===== src/rtl/mcs_pkg.sv =====
package mcs_pkg;

    typedef enum logic [1:0] {
        SP_IDLE = 2'd0,
        SP_PROG = 2'd1,
        SP_DATA = 2'd2
    } space_e;

    localparam int MAP_W     = 6;
    localparam int MB_RAM_P  = 0;
    localparam int MB_RAM_D  = 1;
    localparam int MB_PRI_P  = 2;
    localparam int MB_PRI_D  = 3;
    localparam int MB_SEC_P  = 4;
    localparam int MB_SEC_D  = 5;

    function automatic space_e space_of(input logic psen, input logic rd);
        if (psen)    return SP_PROG;
        else if (rd) return SP_DATA;
        else         return SP_IDLE;
    endfunction

    function automatic logic placed(input space_e sp, input logic in_prog, input logic in_data);
        return ((sp == SP_PROG) && in_prog) || ((sp == SP_DATA) && in_data);
    endfunction

endpackage


===== src/rtl/mcs_window.sv =====
module mcs_window #(
    parameter int              AW     = 16,
    parameter int              MAX_SZ = 16384,
    parameter logic [AW-1:0]   BASE   = '0,
    parameter logic [AW-1:0]   LIMIT  = '0,
    parameter bit              EN     = 1'b1
) (
    input  logic [AW-1:0] addr_i,
    output logic          hit_o
);
    localparam logic [AW:0] CAP   = {1'b0, BASE} + (AW+1)'(MAX_SZ - 1);
    localparam logic [AW:0] EFF   = ({1'b0, LIMIT} < CAP) ? {1'b0, LIMIT} : CAP;
    localparam logic [AW:0] SPAN  = EFF - {1'b0, BASE};
    localparam bit          VALID = EN && (LIMIT >= BASE);

    logic [AW:0] offs;

    always_comb begin
        offs  = {1'b0, addr_i} - {1'b0, BASE};
        hit_o = VALID && !offs[AW] && (offs <= SPAN);
    end
endmodule


===== src/rtl/mcs_prio.sv =====
module mcs_prio #(
    parameter int N = 8
) (
    input  logic [N-1:0] req_i,
    output logic [N-1:0] gnt_o,
    output logic         any_o,
    output logic         multi_o
);
    logic [N-1:0] below;

    assign below[0] = 1'b0;
    for (genvar i = 1; i < N; i++) begin : g_chain
        assign below[i] = below[i-1] | req_i[i-1];
    end

    assign gnt_o   = req_i & ~below;
    assign any_o   = |req_i;
    assign multi_o = |(req_i & below);
endmodule


===== src/rtl/mcs_map_reg.sv =====
module mcs_map_reg
    import mcs_pkg::*;
#(
    parameter int                AW       = 16,
    parameter int                DW       = 8,
    parameter logic [AW-1:0]     MAP_ADDR = 16'h6F00,
    parameter logic [MAP_W-1:0]  MAP_INIT = 6'h1B
) (
    input  logic             clk_i,
    input  logic             rst_ni,
    input  logic [AW-1:0]    addr_i,
    input  logic             wr_i,
    input  logic [DW-1:0]    wdata_i,
    output logic [MAP_W-1:0] map_o
);
    logic             load;
    logic [MAP_W-1:0] map_q;

    assign load = wr_i && (addr_i == MAP_ADDR);

    always_ff @(posedge clk_i or negedge rst_ni) begin
        if (!rst_ni)   map_q <= MAP_INIT;
        else if (load) map_q <= wdata_i[MAP_W-1:0];
    end

    assign map_o = map_q;
endmodule


===== src/rtl/mcs_decoder.sv =====
module mcs_decoder
    import mcs_pkg::*;
#(
    parameter int                    AW        = 16,
    parameter int                    DW        = 8,
    parameter int                    N_PRI     = 8,
    parameter int                    N_SEC     = 4,
    parameter int                    PRI_MAX   = 16384,
    parameter int                    SEC_MAX   = 8192,
    parameter logic [N_PRI*AW-1:0]   PRI_BASE  = {16'h2800, 16'h2000, 16'h1800, 16'h1000,
                                                  16'h0800, 16'h0000, 16'hC000, 16'h8000},
    parameter logic [N_PRI*AW-1:0]   PRI_LIMIT = {16'h7FFF, 16'h27FF, 16'h1FFF, 16'h17FF,
                                                  16'h0FFF, 16'h07FF, 16'hFFFF, 16'hBFFF},
    parameter logic [N_PRI-1:0]      PRI_EN    = '1,
    parameter logic [N_SEC*AW-1:0]   SEC_BASE  = {16'h4000, 16'hC000, 16'h0000, 16'h8000},
    parameter logic [N_SEC*AW-1:0]   SEC_LIMIT = {16'h7FFF, 16'hDFFF, 16'h07FF, 16'h9FFF},
    parameter logic [N_SEC-1:0]      SEC_EN    = '1,
    parameter logic [AW-1:0]         RAM_BASE  = 16'h8000,
    parameter logic [AW-1:0]         RAM_LIMIT = 16'h87FF,
    parameter bit                    RAM_EN    = 1'b1,
    parameter logic [AW-1:0]         MAP_ADDR  = 16'h6F00,
    parameter logic [MAP_W-1:0]      MAP_INIT  = 6'h1B
) (
    input  logic             clk_i,
    input  logic             rst_ni,
    input  logic [AW-1:0]    addr_i,
    input  logic             psen_i,
    input  logic             rd_i,
    input  logic             wr_i,
    input  logic [DW-1:0]    wdata_i,
    output logic [N_PRI-1:0] pfs_o,
    output logic [N_SEC-1:0] sfs_o,
    output logic             ram_sel_o,
    output logic             cfg_err_o
);
    localparam int RAM_MAX = 1 << AW;

    logic [MAP_W-1:0] map_q;
    space_e           space;
    logic             ram_ok, pri_ok, sec_ok;

    logic [N_PRI-1:0] pri_raw, pri_req, pri_gnt;
    logic [N_SEC-1:0] sec_raw, sec_req, sec_gnt;
    logic             ram_raw, ram_req;
    logic             pri_any, pri_multi, sec_any, sec_multi;

    mcs_map_reg #(
        .AW(AW), .DW(DW), .MAP_ADDR(MAP_ADDR), .MAP_INIT(MAP_INIT)
    ) u_map (
        .clk_i(clk_i), .rst_ni(rst_ni), .addr_i(addr_i),
        .wr_i(wr_i), .wdata_i(wdata_i), .map_o(map_q)
    );

    for (genvar i = 0; i < N_PRI; i++) begin : g_pri
        mcs_window #(
            .AW(AW), .MAX_SZ(PRI_MAX),
            .BASE(PRI_BASE[i*AW +: AW]), .LIMIT(PRI_LIMIT[i*AW +: AW]), .EN(PRI_EN[i])
        ) u_win (.addr_i(addr_i), .hit_o(pri_raw[i]));
    end

    for (genvar j = 0; j < N_SEC; j++) begin : g_sec
        mcs_window #(
            .AW(AW), .MAX_SZ(SEC_MAX),
            .BASE(SEC_BASE[j*AW +: AW]), .LIMIT(SEC_LIMIT[j*AW +: AW]), .EN(SEC_EN[j])
        ) u_win (.addr_i(addr_i), .hit_o(sec_raw[j]));
    end

    mcs_window #(
        .AW(AW), .MAX_SZ(RAM_MAX), .BASE(RAM_BASE), .LIMIT(RAM_LIMIT), .EN(RAM_EN)
    ) u_ram_win (.addr_i(addr_i), .hit_o(ram_raw));

    always_comb begin
        space  = space_of(psen_i, rd_i);
        ram_ok = placed(space, map_q[MB_RAM_P], map_q[MB_RAM_D]);
        pri_ok = placed(space, map_q[MB_PRI_P], map_q[MB_PRI_D]);
        sec_ok = placed(space, map_q[MB_SEC_P], map_q[MB_SEC_D]);
        ram_req = ram_raw & ram_ok;
        pri_req = pri_raw & {N_PRI{pri_ok}};
        sec_req = sec_raw & {N_SEC{sec_ok}};
    end

    mcs_prio #(.N(N_PRI)) u_pri_prio (
        .req_i(pri_req), .gnt_o(pri_gnt), .any_o(pri_any), .multi_o(pri_multi)
    );

    mcs_prio #(.N(N_SEC)) u_sec_prio (
        .req_i(sec_req), .gnt_o(sec_gnt), .any_o(sec_any), .multi_o(sec_multi)
    );

    always_comb begin
        ram_sel_o = ram_req;
        sfs_o     = ram_req ? '0 : sec_gnt;
        pfs_o     = (ram_req || sec_any) ? '0 : pri_gnt;
        cfg_err_o = (space != SP_IDLE) && (pri_multi || sec_multi);
    end

    logic unused_any;
    assign unused_any = pri_any;
endmodule


===== config.mk =====
export PLATFORM = sky130hd
export DESIGN_NAME = mcs_decoder
export DESIGN_NICKNAME = d
export VERILOG_FILES = /design/src/rtl/mcs_pkg.sv /design/src/rtl/mcs_window.sv /design/src/rtl/mcs_prio.sv /design/src/rtl/mcs_map_reg.sv /design/src/rtl/mcs_decoder.sv
export SDC_FILE = /design/constraint.sdc
export NUM_CORES = 1
export LEC_CHECK = 0
export ABC_AREA = 1
export BUFFER_PORTS_ARGS = -buffer_cell sky130_fd_sc_hd__buf_2
export CAP_MARGIN = 20
export CORE_ASPECT_RATIO = 1.2
export CORE_MARGIN = 1
export CORE_UTILIZATION = 47
export DETAILED_ROUTE_END_ITERATION = 10
export GPL_TIMING_DRIVEN = 1
export PLACE_DENSITY = 0.71
export SETUP_SLACK_MARGIN = 0.3
export SLEW_MARGIN = 20
export SYNTH_ARGS = -nofsm -noshare
export SYNTH_HDL_FRONTEND = slang
export SYNTH_SLANG_ARGS = --single-unit

===== constraint.sdc =====
create_clock -name clk_i -period 3.6 [get_ports clk_i]
set_input_delay 0.36 -clock clk_i [delete_from_list [all_inputs] [get_ports clk_i]]
set_output_delay 0.36 -clock clk_i [all_outputs]
set_load 0.02 [all_outputs]

==> metrics <==
CTS sink count 6; critical-path cell list buf_2, inv_1, ha_1, inv_1, o21ai_1, o21bai_1, nand2_1, nand2_1, nand2_1, nor2_2, nand3_2, nor3_1, buf_2; DRC 0; Syn Nets 310; RSZ-0062 raised after global routing false; Slew HR 0.7479; Die Y 66.49 um; clk_lat worst skew 220 ps; post-route ant nets 0; Final Slew Violations 0; Layout area overhead 17.82%; Syn Area/Cell 6.388 um2; crit path max fanout 10; R2R Path Start u_map.map_o[5]$_DFFE_PN0P_; CP endpoint kind output pin; yosys warns 0; Routed Wire Length 3.788 mm; share of layout cells above drive strength 1 0.2819; LEAKAGE 1.069 nW; Worst Path Buf+Inv 4; Top delay family on crit path simple AND/OR/NAND/NOR gates; GPL Wtd Cong 0.8918; ANT cells 0; clock-pin transition on the worst setup and hold timing paths 30 ps; IO buf count 40; worst r2r path cells 1; Syn Inst Count 255; Setup Skew 0 ps; final worst-path cycle share 0.8033; Power, Total 0.2636 mW; Final HPWL DP 3.161 mm; drt wl/cell 11.31 um; worst hold path class in2reg; Worst Setup SP addr_i[14]; ranking of synthesized cells by area ha_1, nand2_1, inv_1; TritonCTS buffer count 3; maxcap violations 0; status completed; utilization after layout 0.5750; fillers 350; number of stages on the worst setup path 13; Cell Area, Synth 0.001629 mm2; Nets 355; Synth top area share 0.1997; Final min period 2892 ps; clock root cell clkbuf_8; Fmax achieved 345.8 MHz; final setup vio count 0; Peak supply drop 0.0001843 V; CTS tree yes; htree depth 1; first-pass GRT wire length 6.561 mm; I/O pin total 43; overflow left after global routing 0; slowest stage delay, CP 320 ps; vias per cell 4.931; setup bufs post-CTS 0; Critical Path AT 2530 ps; CP endpoint pfs_o[3]; critical path class in2out; worst path required time 3240 ps; Pre-Repair DR Iteration Count 4; hold path cells 2; largest net degree at the start of global routing 13; Most Frequent Cell on Critical Path nand2_1; Final Hold Viols 0; Startpoint Class input pin; Yosys reg bits 6; vias 1652; core area 0.003338 mm2; WHS 369.0 ps; P per Cell Area 137.4 mW/mm2; Worst R2R Setup Slack 2840 ps; GRT Total Usage 0.2190; die area 0.003706 mm2; CP max-delay cell inv_1; FF-to-FF End u_map.map_o[5]$_DFFE_PN0P_; Yosys top cell by area ha_1; register area 155.1 um2; Synth cell types 32; setup TNS 0 ps; Starting Density 0.4880; number of global-route vias before repair 1485; Clock Tree Buf Depth 2; area occupied by multi-input gates 0.001309 mm2; max reg flops 6; Tightest Pin Transition 377.7 ps; post-synthesis sequential area ratio 0.09524; initial antenna violation count 0; Initial DRC Count 78; row count 23; Die Wd 55.75 um
[per-layer routing]
metal / vias to the layer above / track usage / part of all wire
met1: 715 / 0.2837 / 0.47
met4: 0 / 0.03125 / 0
met3: 0 / 0.01553 / 0.032
met5: - / 0 / 0
li1: 898 / - / -
met2: 39 / 0.4051 / 0.50
[what timing repair did]
item / 4_1_cts / 5_1_grt
hold buffers: 1 / 0
gates resized for setup: 0 / 0
hold endpoints to repair: 2 / 0
setup endpoints to repair: 0 / 0
[power breakdown]
part | switching, mW | internal, mW
logic | 0.0618 | 0.0351
registers | 0.0000109 | 0.0681
clock network | 0.0270 | 0.0716
total | 0.0888 | 0.175
[cell usage in the layout, fill, tap and decap left out, types with 3 or more instances in the layout]
cell type and n:
nand3_2 4, inv_2 6, o21ai_1 4, nand2_2 7, inv_1 36, nor2_4 3, clkbuf_8 3, nand2_1 62
dfstp_2 4, nand3_1 18, nor2_2 5, a21oi_1 7, nand4_1 6, buf_2 40, nor3_1 8, xor2_1 8
nor2_1 26, mux2_2 6, ha_1 26
[synthesized netlist by cell type]
master / number
o21bai_1: 1
mux2_2: 6
dfrtp_1: 2
nor3b_1: 2
a21oi_1: 7
a211oi_1: 2
a21oi_2: 1
xor2_1: 8
nor2_1: 26
nor3_2: 1
buf_4: 1
dfstp_2: 4
nand2_1: 62
o21ai_1: 4
nand4_2: 1
nor3_4: 2
inv_1: 36
ha_1: 26
xnor2_1: 1
inv_2: 6
nand3_2: 4
a22oi_1: 1
nand3_1: 18
o21ai_2: 1
o21ai_0: 1
nand4_1: 6
a31oi_1: 1
nor3_1: 8
nor2_4: 3
nand2_2: 7
nor2_2: 5
nor4_1: 1
[stage by stage]
| step | cells | setup WS [ps] | instance area (um2) |
|---|---|---|---|
| finish | 335 | 708.2 | 1919 |
| global route | 335 | 426.1 | 1919 |
| CTS | 335 | 699.8 | 1919 |
| detailed placement | 331 | 701.7 | 1868 |
| global placement | 331 | 714.6 | 1868 |
| floorplan | 255 | 1010 | 1629 |
[worst min-delay path by stage]
stage,start,to,slack (ps)
CTS,wdata_i[2],u_map.map_o[2]$_DFFE_PN0P_,370
finish,wdata_i[2],u_map.map_o[2]$_DFFE_PN0P_,370
global placement,rst_ni,u_map.map_o[5]$_DFFE_PN0P_,180
global route,wdata_i[2],u_map.map_o[2]$_DFFE_PN0P_,370
floorplan,rst_ni,u_map.map_o[2]$_DFFE_PN0P_,60
detailed placement,rst_ni,u_map.map_o[5]$_DFFE_PN0P_,180
[cell families after synthesis]
family | after synthesis | share of synthesized area
buffers and inverters | 43 | 0.1014
multiplexers | 6 | 0.04147
AND/OR/NAND/NOR | 146 | 0.4439
flip-flops | 6 | 0.09524
adder cells (fa/ha/maj) | 26 | 0.1997
XOR/XNOR | 9 | 0.04839
AO/OA/AOI/OAI | 19 | 0.06989
[layout make-up]
class / instances / share of cell area
Timing Repair Buffer: 41 / 0.1095
Tap cell: 37 / 0.02412
Inverter: 42 / 0.08214
Multi-Input combinational cell: 206 / 0.6819
Clock buffer: 3 / 0.02151
Sequential cell: 6 / 0.08083
Note: power is estimated with default switching activity, not from simulation.
